File: config.mk
export PLATFORM = sky130hd
export DESIGN_NAME = trig_sequencer
export DESIGN_NICKNAME = d
export VERILOG_FILES = /design/src/rtl/trig_seq_pkg.sv /design/src/rtl/trig_seq_ctrl.sv /design/src/rtl/trig_seq_dp.sv /design/src/rtl/trig_sequencer.sv
export SDC_FILE = /design/constraint.sdc
export NUM_CORES = 1
export LEC_CHECK = 0
export ABC_AREA = 1
export ABC_CLOCK_PERIOD_IN_PS = 2900
export BUFFER_PORTS_ARGS = -buffer_cell sky130_fd_sc_hd__buf_2
export CORE_ASPECT_RATIO = 0.8
export CORE_MARGIN = 8
export CORE_UTILIZATION = 31
export CTS_CLUSTER_DIAMETER = 40
export DETAILED_ROUTE_END_ITERATION = 12
export GPL_ROUTABILITY_DRIVEN = 0
export PLACE_DENSITY = 0.68
export SYNTH_ARGS = -nofsm -noshare
export SYNTH_HDL_FRONTEND = slang
export SYNTH_HIERARCHICAL = 1
export SYNTH_SLANG_ARGS = --single-unit
File: constraint.sdc
create_clock -name clk -period 2.9 [get_ports clk]
set_input_delay 0.725 -clock clk [delete_from_list [all_inputs] [get_ports clk]]
set_output_delay 0.725 -clock clk [all_outputs]
set_load 0.02 [all_outputs]
File: src/rtl/trig_seq_pkg.sv
package trig_seq_pkg;

  // Strobes from the sequencing control to the pending/output datapath
  typedef struct packed {
    logic clrPend;     // drop every pending tag and forced match
    logic capEn;       // monitoring live: record matches, consume hits
    logic enterFinal;  // final state is entered at this edge
    logic copEntry;    // entry caused by the coprocessor request
  } seqStrobe_t;

  localparam logic [1:0] ACT_NONE = 2'd0;
  localparam logic [1:0] ACT_MON  = 2'd1;
  localparam logic [1:0] ACT_SWI  = 2'd2;
  localparam logic [1:0] ACT_COP  = 2'd3;

  localparam int BRK_MON = 0;
  localparam int BRK_SWI = 1;
  localparam int BRK_COP = 2;
  localparam int BRK_W   = 3;

endpackage

File: src/rtl/trig_seq_ctrl.sv
module trig_seq_ctrl
  import trig_seq_pkg::*;
#(
  parameter int NUM_STATES = 4,
  localparam int STW = $clog2(NUM_STATES + 1)
) (
  input  logic                          clk,
  input  logic                          rstN,
  input  logic                          armEn,
  input  logic                          swTrig,
  input  logic                          copBrk,
  input  logic                          suspend,
  input  logic                          fireAny,
  input  logic [(NUM_STATES-1)*STW-1:0] cfgNext,
  output logic [STW-1:0]                curState,
  output seqStrobe_t                    strobe
);

  localparam logic [STW-1:0] IDLE_CODE  = '0;
  localparam logic [STW-1:0] FIRST_CODE = STW'(1);
  localparam logic [STW-1:0] FINAL_CODE = STW'(NUM_STATES);

  logic [STW-1:0] stNext;
  logic [STW-1:0] selNext;
  logic           advance;
  logic           copHit;

  function automatic logic [STW-1:0] mapNext(input logic [STW-1:0] code);
    if (code == IDLE_CODE || code > FINAL_CODE) return FINAL_CODE;
    return code;
  endfunction

  // successor field of the current intermediate state
  always_comb begin
    selNext = FINAL_CODE;
    for (int s = 0; s < NUM_STATES - 1; s++) begin
      if (curState == STW'(s + 1)) selNext = cfgNext[s*STW +: STW];
    end
  end

  always_comb begin
    stNext  = curState;
    advance = 1'b0;
    copHit  = 1'b0;
    if (!armEn) begin
      stNext = IDLE_CODE;
    end else if (curState == FINAL_CODE) begin
      stNext = FINAL_CODE;
    end else if (copBrk) begin
      stNext = FINAL_CODE;
      copHit = 1'b1;
    end else if (swTrig) begin
      stNext = FINAL_CODE;
    end else if (curState == IDLE_CODE) begin
      stNext = FIRST_CODE;
    end else if (!suspend && fireAny) begin
      stNext  = mapNext(selNext);
      advance = 1'b1;
    end
  end

  always_comb begin
    strobe.clrPend    = !armEn || (curState == IDLE_CODE) || advance || (stNext != curState);
    strobe.capEn      = armEn && !suspend;
    strobe.enterFinal = armEn && (stNext == FINAL_CODE) && (curState != FINAL_CODE);
    strobe.copEntry   = copHit;
  end

  always_ff @(posedge clk or negedge rstN) begin
    if (!rstN) curState <= IDLE_CODE;
    else       curState <= stNext;
  end

  AST_IDLE_WHEN_DISARMED: assert property (@(posedge clk) disable iff (!rstN)
    !armEn |=> curState == IDLE_CODE);
  AST_FINAL_STICKY: assert property (@(posedge clk) disable iff (!rstN)
    (curState == FINAL_CODE && armEn) |=> curState == FINAL_CODE);
  AST_STATE_LEGAL: assert property (@(posedge clk) disable iff (!rstN)
    curState <= FINAL_CODE);
  AST_SWTRIG_JUMP: assert property (@(posedge clk) disable iff (!rstN)
    (armEn && swTrig) |=> curState == FINAL_CODE);
  AST_SUSPEND_HOLDS_STATE: assert property (@(posedge clk) disable iff (!rstN)
    (armEn && suspend && !swTrig && !copBrk && curState != IDLE_CODE) |=> $stable(curState));

endmodule

File: src/rtl/trig_seq_dp.sv
module trig_seq_dp
  import trig_seq_pkg::*;
#(
  parameter int NUM_STATES = 4,
  parameter int NUM_CMP    = 4,
  localparam int NUM_SRC   = NUM_CMP + 1,
  localparam int STW       = $clog2(NUM_STATES + 1)
) (
  input  logic                              clk,
  input  logic                              rstN,
  input  logic [NUM_CMP-1:0]                matchPulse,
  input  logic [NUM_SRC-1:0]                tagHit,
  input  logic                              extTag,
  input  logic                              instBoundary,
  input  logic                              flush,
  input  logic [NUM_CMP-1:0]                cfgTagMode,
  input  logic [(NUM_STATES-1)*NUM_SRC-1:0] cfgMask,
  input  logic [1:0]                        cfgBrkAct,
  input  logic [STW-1:0]                    curState,
  input  seqStrobe_t                        strobe,
  output logic                              fireAny,
  output logic                              finalTrig,
  output logic [BRK_W-1:0]                  brkReq
);

  localparam int EXT_IDX = NUM_CMP;

  logic [NUM_SRC-1:0] tagPend;
  logic [NUM_SRC-1:0] tagSet;
  logic [NUM_SRC-1:0] stateMask;
  logic [NUM_CMP-1:0] forcePend;
  logic [NUM_CMP-1:0] forceSet;
  logic [BRK_W-1:0]   brkNext;
  logic               fireTag;
  logic               fireForce;

  // per-source classification of incoming matches
  generate
    for (genvar i = 0; i < NUM_CMP; i++) begin : gCmpSrc
      assign tagSet[i]   = matchPulse[i] &  cfgTagMode[i];
      assign forceSet[i] = matchPulse[i] & ~cfgTagMode[i];
    end
  endgenerate
  assign tagSet[EXT_IDX] = extTag;

  // mask of the current intermediate state; idle and final enable nothing
  always_comb begin
    stateMask = '0;
    for (int s = 0; s < NUM_STATES - 1; s++) begin
      if (curState == STW'(s + 1)) stateMask = cfgMask[s*NUM_SRC +: NUM_SRC];
    end
  end

  assign fireTag   = |(tagPend & tagHit & stateMask);
  assign fireForce = instBoundary & |(forcePend & stateMask[NUM_CMP-1:0]);
  assign fireAny   = fireTag | fireForce;

  // pending tags: flush and clear win, a new match beats a same-cycle hit
  always_ff @(posedge clk or negedge rstN) begin
    if (!rstN) begin
      tagPend <= '0;
    end else begin
      for (int i = 0; i < NUM_SRC; i++) begin
        if (strobe.clrPend || flush)             tagPend[i] <= 1'b0;
        else if (strobe.capEn && tagSet[i])      tagPend[i] <= 1'b1;
        else if (strobe.capEn && tagHit[i])      tagPend[i] <= 1'b0;
      end
    end
  end

  // pending forced matches: consumed by any live boundary
  always_ff @(posedge clk or negedge rstN) begin
    if (!rstN) begin
      forcePend <= '0;
    end else begin
      for (int i = 0; i < NUM_CMP; i++) begin
        if (strobe.clrPend)                      forcePend[i] <= 1'b0;
        else if (strobe.capEn && forceSet[i])    forcePend[i] <= 1'b1;
        else if (strobe.capEn && instBoundary)   forcePend[i] <= 1'b0;
      end
    end
  end

  always_comb begin
    brkNext = '0;
    if (strobe.enterFinal) begin
      if (strobe.copEntry) begin
        brkNext[BRK_COP] = 1'b1;
      end else begin
        case (cfgBrkAct)
          ACT_MON:  brkNext[BRK_MON] = 1'b1;
          ACT_SWI:  brkNext[BRK_SWI] = 1'b1;
          ACT_COP:  brkNext[BRK_COP] = 1'b1;
          default:  brkNext = '0;
        endcase
      end
    end
  end

  always_ff @(posedge clk or negedge rstN) begin
    if (!rstN) begin
      finalTrig <= 1'b0;
      brkReq    <= '0;
    end else begin
      finalTrig <= strobe.enterFinal;
      brkReq    <= brkNext;
    end
  end

  AST_FLUSH_DROPS_TAGS: assert property (@(posedge clk) disable iff (!rstN)
    flush |=> tagPend == '0);
  AST_SUSPEND_KEEPS_FORCE: assert property (@(posedge clk) disable iff (!rstN)
    (!strobe.capEn && !strobe.clrPend) |=> $stable(forcePend));
  AST_TRIG_SINGLE: assert property (@(posedge clk) disable iff (!rstN)
    finalTrig |=> !finalTrig);
  AST_BRK_ONEHOT: assert property (@(posedge clk) disable iff (!rstN)
    $onehot0(brkReq));

endmodule

File: src/rtl/trig_sequencer.sv
module trig_sequencer
  import trig_seq_pkg::*;
#(
  parameter int NUM_STATES = 4,
  parameter int NUM_CMP    = 4,
  localparam int NUM_SRC   = NUM_CMP + 1,
  localparam int STW       = $clog2(NUM_STATES + 1)
) (
  input  logic                              clk,
  input  logic                              rstN,
  input  logic                              armEn,
  input  logic                              swTrig,
  input  logic                              copBrkReq,
  input  logic                              extTag,
  input  logic                              suspend,
  input  logic                              flush,
  input  logic                              instBoundary,
  input  logic [NUM_CMP-1:0]                matchPulse,
  input  logic [NUM_SRC-1:0]                tagHit,
  input  logic [NUM_CMP-1:0]                cfgTagMode,
  input  logic [(NUM_STATES-1)*NUM_SRC-1:0] cfgMask,
  input  logic [(NUM_STATES-1)*STW-1:0]     cfgNext,
  input  logic [1:0]                        cfgBrkAct,
  output logic [STW-1:0]                    curState,
  output logic                              finalTrig,
  output logic [BRK_W-1:0]                  brkReq
);

  localparam logic [STW-1:0] FINAL_CODE = STW'(NUM_STATES);

  seqStrobe_t strobe;
  logic       fireAny;

  trig_seq_ctrl #(.NUM_STATES(NUM_STATES)) u_ctrl (
    .clk      (clk),
    .rstN     (rstN),
    .armEn    (armEn),
    .swTrig   (swTrig),
    .copBrk   (copBrkReq),
    .suspend  (suspend),
    .fireAny  (fireAny),
    .cfgNext  (cfgNext),
    .curState (curState),
    .strobe   (strobe)
  );

  trig_seq_dp #(.NUM_STATES(NUM_STATES), .NUM_CMP(NUM_CMP)) u_dp (
    .clk          (clk),
    .rstN         (rstN),
    .matchPulse   (matchPulse),
    .tagHit       (tagHit),
    .extTag       (extTag),
    .instBoundary (instBoundary),
    .flush        (flush),
    .cfgTagMode   (cfgTagMode),
    .cfgMask      (cfgMask),
    .cfgBrkAct    (cfgBrkAct),
    .curState     (curState),
    .strobe       (strobe),
    .fireAny      (fireAny),
    .finalTrig    (finalTrig),
    .brkReq       (brkReq)
  );

  AST_TRIG_IN_FINAL: assert property (@(posedge clk) disable iff (!rstN)
    finalTrig |-> curState == FINAL_CODE);
  AST_TRIG_ON_ENTRY: assert property (@(posedge clk) disable iff (!rstN)
    (curState == FINAL_CODE && $past(curState) != FINAL_CODE) |-> finalTrig);

endmodule

==> metrics, run 1 <==
n_diodes 0; initial DRC count 54; achievable clock frequency 0.396 GHz; Adder-Cell Fraction of Synth Area 0.0101; CP Launch Type flop; Clock Root Buffer clkbuf_8; mux contribution to synthesized area 0; #FFs+latches synth 16; xor and xnor area share after synthesis 0; Worst slew margin 0.762; vias in the first global route 1300; Ys Warns 6; critical path type reg2reg; R2R setup slack 0.37 ns; P&R area growth vs syn 33.5%; Die Y 72.5 um; antenna-violating nets left 0; TritonCTS clock tree done; Worst Path Max Fanout 11; TNS Setup 0 ns; Core Box Area 0.00380 mm^2; Synth Area in Compound Gates 0.0892; Tot GR Track Use 0.113; Boundary Pins 55; number of synthesized flops with an enable pin 0; r2r worst-path depth 19; clk buf depth 2; Pwr Density 314 mW/mm^2; pre-CTS setup slack 0.164 ns; CTS H-tree depth 1; Worst IR Drop VDD 0.178 mV; number of port buffers 54; Hold Buf Count CTS 0; dpl hpwl 2980 um; Filler cells 427; Buf/Inv on CP 1; RSZ-0062 raised after global routing no; Crit path depth 19; Area contributors post-synth dfrtp_1 32%, nand2_1 18%, inv_1 7.9%; Post-Syn Instances 188; max layer used met4; wire per inst 11.7 um; register area share after synthesis 0.324; Die Area 0.00627 mm^2; Cell variety after synth 25; chip width 86.6 um; post-synthesis simple-gate area fraction 0.475; FF-to-FF Start u_ctrl/curState[0]; Cell Chain, Critical Path nand2_1 -> nor2_4 -> nand2_1 -> nand3_1 -> nand2_1 -> o21ai_1 -> nand2_1 -> nand2_2 -> inv_1 -> nand2_1 -> nand2_1 -> nand2_1 -> nand2_1 -> nand2_1 -> nand2_1 -> nor2_1 -> nand3_1 -> or2_2 -> a21oi_1; Setup crit end kind flop; routed wl met3 230 um; r2r endpoint u_dp/tagPend[3]; min Tclk post-route 2.53 ns; slowest cell on the critical path dfrtp_2; clock skew 0.00203 ns; DRT met1 WL 1720 um; dominant register cell in the synthesized netlist dfrtp_1; fraction of layout cells with a size suffix above 1 0.347; Reg clk slew, reported paths 0.06 ns; required time worst endpoint 3.07 ns; initial antenna violation count 0; Leak 0.000902 uW; final hold violations 0; CTS sink cnt 16; FFs w/ async S/R, synth 1.00; Cell Rows 20; global-route wire length before repair 5860 um; Initial Util 0.325; critical path arrival 2.70 ns; area share of the largest cell type after synthesis 0.324; most common cell in the netlist nand2_1; Final Max Slew Viols 0; vias per cell 4.49; crit-path leading delay family simple AND/OR/NAND/NOR gates; Most common cell on crit path nand2_1; worst min path class in2async; final setup vio count 0; fin nets 298; Mapped Avg Cell Area 6.57 um^2; Final period util 0.871; met2 wire length 1550 um; total grt overflow 0; Vias 1361; Num CTS Buffers 3; delay of the slowest critical-path stage 0.48 ns; drt first pass iters 4; syn_nets 237; Slew @ Worst Pin 0.356 ns; main combinational cell family by area after synthesis simple AND/OR/NAND/NOR gates; outcome complete, no violations; largest net degree at the start of global routing 17; WL final 3540 um; Syn Std Cell Area 0.00123 mm^2; clk_lat worst skew 0.24 ns; total of max-cap violations 0; post-synth top area cell dfrtp_1; # DRC 0; top cells by count, synth 59 x nand2_1, 26 x inv_1, 18 x nand3_1, 16 x dfrtp_1, 11 x a21oi_1; Final WS setup 0.375 ns
[placed cells by master, fill, tap and decap left out]
master | netlist | final
a21oi_1 | 11 | 11
a22o_1 | 1 | 1
buf_2 | 1 | 54
buf_4 | 1 | 4
clkbuf_8 | 0 | 4
clkinv_1 | 1 | 1
dfrtp_1 | 16 | 14
dfrtp_2 | 0 | 2
ha_1 | 1 | 1
inv_1 | 26 | 26
inv_2 | 3 | 3
nand2_1 | 59 | 59
nand2_2 | 8 | 8
nand3_1 | 18 | 18
nand3_2 | 3 | 3
nand3b_1 | 6 | 6
nand4_1 | 7 | 7
nor2_1 | 8 | 8
nor2_2 | 3 | 3
nor2_4 | 3 | 3
nor3_1 | 1 | 1
nor4_1 | 1 | 1
o21ai_0 | 5 | 5
o21ai_1 | 2 | 2
o21bai_2 | 1 | 1
or2_1 | 1 | 1
or2_2 | 1 | 1
[timing repair]
action,4_1_cts,5_1_grt
resized for setup,0,2
buffers inserted,0,1
endpoints found under the setup margin,0,6
[cells by family after synthesis]
family	after synthesis
and+or+nand+nor	119
DFF	16
buffers and inverters	32
AOI/OAI and AO/OA	20
adders and majority gates	1
[sequential cells by signal, indices dropped and copies added, names as in the netlist]
signal	count
u_dp/tagPend	5
u_dp/forcePend	4
u_ctrl/curState	3
u_dp/brkReq	3
u_dp/finalTrig	1
[metrics by stage]
| stage | power, uW | utilization | instances | hold slack, ns | instance area (um^2) |
|---|---|---|---|---|---|
| global route | 546 | 0.434 | 303 | 0.407 | 1650 |
| CTS | 524 | 0.431 | 302 | 0.394 | 1640 |
| global placement | 330 | 0.416 | 298 | 0.520 | 1580 |
| finish | 518 | 0.434 | 303 | 0.382 | 1650 |
| floorplan | 277 | - | 188 | 0.429 | 1230 |
| detailed placement | 331 | 0.416 | 298 | 0.523 | 1580 |
[worst max path at each step]
stage                                  start               to  slack, ns
final                     u_ctrl/curState[0]  u_dp/tagPend[3]       0.37
after global routing      u_ctrl/curState[0]  u_dp/tagPend[3]       0.05
after CTS                 u_ctrl/curState[1]  u_dp/tagPend[3]       0.14
after detailed placement  u_ctrl/curState[1]  u_dp/tagPend[3]       0.16
after global placement    u_ctrl/curState[1]  u_dp/tagPend[0]       0.21
after floorplan           u_ctrl/curState[2]  u_dp/tagPend[0]       0.36
[layer usage]
layer | vias up | GRT usage
met5 | - | 0
met4 | 0 | 0.0400
met2 | 35 | 0.168
met3 | 2 | 0.0226
met1 | 603 | 0.157
li1 | 721 | -
[report_power, final]
part / internal, uW / switching (uW)
Clock: 120 / 71.2
Combinational: 42.5 / 53.3
Sequential: 228 / 2.65
Total: 390 / 127
[area by class of cell]
cell class              instances  area (um^2)  area share
well taps                      55         68.8      0.0417
clock buffers                   4         55.1      0.0334
repair buffers                 58          300       0.182
inverters                      30          113      0.0683
multi-input cells             140          709       0.430
flip-flops and latches         16          403       0.244
(Power assumes the default switching activity.)
==> inputs of run 2 (changes only) <==
--- a/config.mk
+++ b/config.mk
@@ -11,9 +11,11 @@
 export CORE_ASPECT_RATIO = 0.8
 export CORE_MARGIN = 8
 export CORE_UTILIZATION = 31
+export CTS_BUF_LIST = sky130_fd_sc_hd__clkbuf_2
 export CTS_CLUSTER_DIAMETER = 40
 export DETAILED_ROUTE_END_ITERATION = 12
 export GPL_ROUTABILITY_DRIVEN = 0
+export MAX_ROUTING_LAYER = met4
 export PLACE_DENSITY = 0.68
 export SYNTH_ARGS = -nofsm -noshare
 export SYNTH_HDL_FRONTEND = slang
==> run 2 against run 1 <==
Non-clock buffer count stayed put. Routed wire length barely moved. Critical path depth stayed put. Worst setup slack better by 0.0080 ns. Sequential power is essentially flat. Clock power shrank 50%. Critical endpoint unchanged.
==> metrics, run 2 (synthesized netlist as in run 1, its figures left out) <==
FF-to-FF Start u_ctrl/curState[0]; Core Box Area 0.00380 mm^2; critical path arrival 2.74 ns; pre-CTS setup slack 0.164 ns; chip width 86.6 um; total of max-cap violations 0; clock skew 0.0136 ns; worst setup path startpoint u_ctrl/curState[0]; final core utilization 0.424; worst min path class in2async; Die Y 72.5 um; slowest cell on the critical path dfrtp_2; CTS sink cnt 16; Post-DP Area 0.00158 mm^2; initial DRC count 68; Setup crit end kind flop; Initial Util 0.325; number of port buffers 54; WL final 3540 um; Num CTS Buffers 3; Reg area 403 um^2; Design Area, Final 0.00161 mm^2; total grt overflow 0; clk buf depth 2; n_diodes 0; Leak 0.000888 uW; biggest regs u_dp/tagPend x5, u_dp/forcePend x4; multi-input gate area in the final layout 709 um^2; drt first pass iters 4; CP Launch Type flop; fraction of layout cells with a size suffix above 1 0.343; Final WS setup 0.383 ns; Cell Chain, Critical Path nand2_1 -> nor2_4 -> nand2_1 -> nand3_1 -> nand2_1 -> o21ai_1 -> nand2_1 -> nand2_2 -> inv_1 -> nand2_1 -> nand2_1 -> nand2_1 -> nand2_1 -> nand2_1 -> nand2_1 -> nor2_1 -> nand3_1 -> or2_2 -> a21oi_1; outcome complete, no violations; wire per inst 11.7 um; TNS Setup 0 ns; most common cell after layout, fill and taps aside nand2_1; Final Max Slew Viols 0; Buf/Inv on CP 1; Most common cell on crit path nand2_1; dpl hpwl 2980 um; Biggest register u_dp/tagPend; vias per cell 4.49; # DRC 0; critical path type reg2reg; global-route wire length before repair 5870 um; highest-count cells in the layout ignoring fill and taps 59 x nand2_1, 54 x buf_2, 26 x inv_1; final setup vio count 0; initial antenna violation count 0; largest net degree at the start of global routing 17; Tot GR Track Use 0.117; Boundary Pins 55; delay of the slowest critical-path stage 0.51 ns; TritonCTS clock tree done; Slew @ Worst Pin 0.357 ns; final hold slack 0.320 ns; crit-path leading delay family simple AND/OR/NAND/NOR gates; Final period util 0.868; min Tclk post-route 2.52 ns; achievable clock frequency 0.397 GHz; final hold violations 0; antenna-violating nets left 0; Vias 1361; Filler cells 433; Die Area 0.00627 mm^2; Clock Root Buffer clkbuf_2; P&R area growth vs syn 30.6%; Cell Rows 20; Worst Path Max Fanout 11; Reg clk slew, reported paths 0.15 ns; fin nets 298; vias in the first global route 1307; RSZ-0062 raised after global routing no; clk_lat worst skew 0.28 ns; Worst slew margin 0.762; Pwr Density 262 mW/mm^2; required time worst endpoint 3.12 ns; Worst IR Drop VDD 0.144 mV; max reg flops 5; CTS H-tree depth 1
run 2: per-stage QoR:
step	instances	total power, uW
final	303	422
after global routing	303	449
after CTS	302	427
after detailed placement	298	331
after global placement	298	330
after floorplan	188	277
run 2: report_power, final:
group	switching (uW)	internal [uW]	total, uW
sequential	2.65	228	230
combinational	53.3	42.5	95.8
clock	66.1	30.0	96.1
total	122	300	422
run 2: area by class of cell:
cell class	count	share of cell area
Clock buffer	3	0.00931
Clock inverter	1	0.00233
Timing Repair Buffer	58	0.186
Inverter	30	0.0698
Sequential cell	16	0.250
Tap cell	55	0.0427
Multi-Input combinational cell	140	0.440
run 2: final timing paths:
check / cells past startpoint / end / slack [ns]
setup / recovery: 19 / u_dp/tagPend[3] / 0.38
hold / removal: 1 / u_dp/tagPend[4] / 0.32
setup reg to reg: 19 / u_dp/tagPend[3] / 0.38
hold reg to reg: 2 / u_dp/tagPend[4] / 0.54
max in group asynchronous: 1 / u_ctrl/curState[0] / 2.28
min in group clk: 2 / u_dp/tagPend[4] / 0.54
run 2: timing repair:
action,4_1_cts,5_1_grt
endpoints found under the setup margin,0,7
hold buffers,0,0
setup buffers,0,1
gates resized for setup,0,2
run 2: per-layer routing:
layer	share of wire	vias up	global-route usage
met5	0	-	-
met4	0.0085	0	0.0400
met3	0.050	2	0.0135
met2	0.44	40	0.170
met1	0.50	597	0.162
li1	-	722	-
==> inputs of run 3 (changes only) <==
--- a/config.mk
+++ b/config.mk
@@ -5,8 +5,7 @@
 export SDC_FILE = /design/constraint.sdc
 export NUM_CORES = 1
 export LEC_CHECK = 0
-export ABC_AREA = 1
-export ABC_CLOCK_PERIOD_IN_PS = 2900
+export ABC_AREA = 0
 export BUFFER_PORTS_ARGS = -buffer_cell sky130_fd_sc_hd__buf_2
 export CORE_ASPECT_RATIO = 0.8
 export CORE_MARGIN = 8
@@ -16,7 +15,7 @@
 export DETAILED_ROUTE_END_ITERATION = 12
 export GPL_ROUTABILITY_DRIVEN = 0
 export MAX_ROUTING_LAYER = met4
-export PLACE_DENSITY = 0.68
+export PLACE_DENSITY = 0.7
 export SYNTH_ARGS = -nofsm -noshare
 export SYNTH_HDL_FRONTEND = slang
 export SYNTH_HIERARCHICAL = 1
==> constraint.sdc (replaced) <==
create_clock -name clk -period 2.65 [get_ports clk]
set_input_delay 0.6625 -clock clk [delete_from_list [all_inputs] [get_ports clk]]
set_output_delay 0.6625 -clock clk [all_outputs]
set_load 0.02 [all_outputs]
==> run 3 against run 2 <==
The run now ends with setup timing left. First-iteration DRC count is 5.9% lower. Maximum frequency is 9.9% lower. Count of clock-buffer cells in the layout stayed put. Worst hold slack worse by 0.059 ns. Via count is 6.9% lower. Global-route usage is 0.097 points higher. Routed wire length is 1.3% higher. Critical path depth is 10 lower. Flip-flop and latch count stayed put.
==> metrics, run 3 <==
outcome complete, but fails checks; failing checks setup timing; clock skew 0.00150 ns; Core Box Area 0.00345 mm^2; Vias 1267; achievable clock frequency 0.358 GHz; final setup vio count 12; critical path type reg2reg; post-synth top area cell dfrtp_1; TritonCTS clock tree done; Final WS setup -0.143 ns; register area share after synthesis 0.356; WL final 3590 um; max reg flops 5; dominant register cell in the synthesized netlist dfrtp_1; chip width 83.3 um; wire per inst 15.3 um; Ys Warns 6; crit-path leading delay family simple AND/OR/NAND/NOR gates; Reg clk slew, reported paths 0.14 ns; pre-CTS setup slack -0.392 ns; CP Launch Type flop; Slew @ Worst Pin 0.434 ns; CTS H-tree depth 1; Filler cells 336; Die Y 69.9 um; CTS sink cnt 16; Area contributors post-synth dfrtp_1 36%, nand2_1 5.3%, nor2_1 4.3%; initial antenna violation count 0; total of max-cap violations 0; met2 wire length 1600 um; drt first pass iters 4; largest net degree at the start of global routing 17; Final Max Slew Viols 0; Die Area 0.00582 mm^2; most common cell after layout, fill and taps aside buf_2; Cell Rows 19; Post-Syn Instances 128; Net Switching 147 uW; Leak 0.000729 uW; Worst slew margin 0.710; area share of the largest cell type after synthesis 0.356; final core utilization 0.475; n_diodes 0; Sw Ratio 0.300; Comb pwr share 0.273; number of synthesized flops with an enable pin 0; Clock Root Buffer clkbuf_2; Buf/Inv on CP 0; Initial Util 0.326; total grt overflow 0; Boundary Pins 55; DRT met1 WL 1630 um; P&R area growth vs syn 45.6%; biggest regs u_dp/tagPend x5, u_dp/forcePend x4; Cell Chain, Critical Path mux2_4 -> nor3b_1 -> or4_1 -> a211o_1 -> nand2b_1 -> a2111oi_2 -> a221o_1 -> a311oi_2 -> nor4bb_1; Int Pwr 344 uW; vias in the first global route 1214; clock share of power 0.210; vias per cell 5.39; antenna-violating nets left 0; worst min path class in2async; clk buf depth 2; final hold violations 0; global-route wire length before repair 5670 um; number of port buffers 54; RSZ-0062 raised after global routing yes; Syn Std Cell Area 0.00112 mm^2; clk_lat worst skew 0.28 ns; fraction of layout cells with a size suffix above 1 0.487; Final period util 1.05; required time worst endpoint 2.84 ns; syn_nets 177; highest-count cells in the layout ignoring fill and taps 54 x buf_2, 14 x nand2_1, 14 x dfrtp_1; FFs w/ async S/R, synth 1.00; fin nets 243; Biggest register u_dp/tagPend; dpl hpwl 2830 um; sequential share of power 0.517; top cells by count, synth 16 x dfrtp_1, 16 x nand2_1, 13 x nor2_1, 8 x a21oi_1, 7 x nor3_1; Mapped Avg Cell Area 8.79 um^2; delay of the slowest critical-path stage 0.51 ns; Worst IR Drop VDD 0.110 mV; initial DRC count 64; Setup crit end kind flop; #FFs+latches synth 16; critical path arrival 2.99 ns; Worst Path Max Fanout 4; Cell variety after synth 45; max layer used met4; Tot GR Track Use 0.118; min Tclk post-route 2.79 ns; Pwr Density 300 mW/mm^2; Num CTS Buffers 3; # DRC 0; slowest cell on the critical path or4_1; routed wl met3 328 um
-- run 3: changes by cell type in the layout (fill, tap and decap cells not counted), sizes merged, moves of 3 or more --
| cell | before | now |
|---|---|---|
| nand3 | 21 | 3 |
| nand4 | 7 | 1 |
| a32oi | 0 | 4 |
| nand3b | 6 | 1 |
| buf | 58 | 67 |
| mux2i | 0 | 4 |
| a21oi | 11 | 8 |
| mux2 | 0 | 3 |
| a22oi | 0 | 4 |
| inv | 29 | 3 |
| nor3 | 1 | 7 |
| o21ai | 7 | 2 |
| nand2 | 67 | 17 |
| nor2b | 0 | 5 |
-- run 3: stage by stage --
step	cells	hold WS (ns)	setup TNS, ns	area (um^2)	power, uW
4_1_cts	232	0.263	-0.315	1520	481
6_report	235	0.261	-0.696	1640	491
2_1_floorplan	128	0.367	-0.461	1140	311
3_3_place_gp	226	0.500	-3.14	1480	374
3_5_place_dp	226	0.514	-3.22	1480	374
5_1_grt	235	0.247	-2.03	1640	523
-- run 3: cells by family after synthesis --
| family | synth area share |
|---|---|
| fa+ha+maj | 0.0111 |
| simple gates | 0.299 |
| flops | 0.356 |
| compound gates | 0.212 |
| mux | 0.0690 |
| buf+inv | 0.0523 |
-- run 3: final cells by class --
type | count | area (um^2) | area share
Sequential cell | 16 | 403 | 0.246
Inverter | 3 | 11.3 | 0.00688
Timing Repair Buffer | 67 | 379 | 0.231
Clock buffer | 3 | 15.0 | 0.00917
Clock inverter | 1 | 3.75 | 0.00229
Multi-Input combinational cell | 103 | 773 | 0.472
Tap cell | 42 | 52.6 | 0.0321
-- run 3: path summary, 6_finish.rpt --
kind / from / to / slack (ns) / cells after the start
hold reg to reg: u_dp/tagPend[3] / u_dp/tagPend[3] / 0.59 / 2
setup / recovery: u_ctrl/curState[0] / u_dp/brkReq[0] / -0.14 / 9
hold / removal: rstN / u_dp/tagPend[2] / 0.26 / 1
setup reg to reg: u_ctrl/curState[0] / u_dp/brkReq[0] / -0.14 / 9
min in group clk: cfgBrkAct[0] / u_dp/brkReq[1] / 0.54 / 2
max in group asynchronous: rstN / u_ctrl/curState[0] / 2.12 / 1
-- run 3: worst register-to-register path, stage by stage, from the launching register on --
cell       delay, ns
dfrtp_2         0.47
mux2_4          0.32
nor3b_1         0.13
or4_1           0.51
a211o_1         0.26
nand2b_1        0.12
a2111oi_2       0.05
a221o_1         0.33
a311oi_2        0.29
nor4bb_1        0.24
-- run 3: power groups by stage --
stage | Clock (uW) | Combinational [uW] | Sequential, uW
after floorplan | 0 | 47.6 | 263
after global placement | 0 | 115 | 259
after detailed placement | 0 | 116 | 258
after CTS | 108 | 119 | 254
after global routing | 121 | 147 | 255
final | 103 | 134 | 254
-- run 3: what timing repair did --
action,4_1_cts,5_1_grt
hold buffers,0,0
cloned,1,0
gates resized for setup,4,22
endpoints found under the setup margin,4,13
buffers inserted,1,4
pin swaps,1,12
-- run 3: routing by layer --
layer | global-route usage | up-vias
met5 | - | -
li1 | - | 616
met1 | 0.160 | 579
met2 | 0.166 | 70
met4 | 0.0117 | 0
met3 | 0.0440 | 2
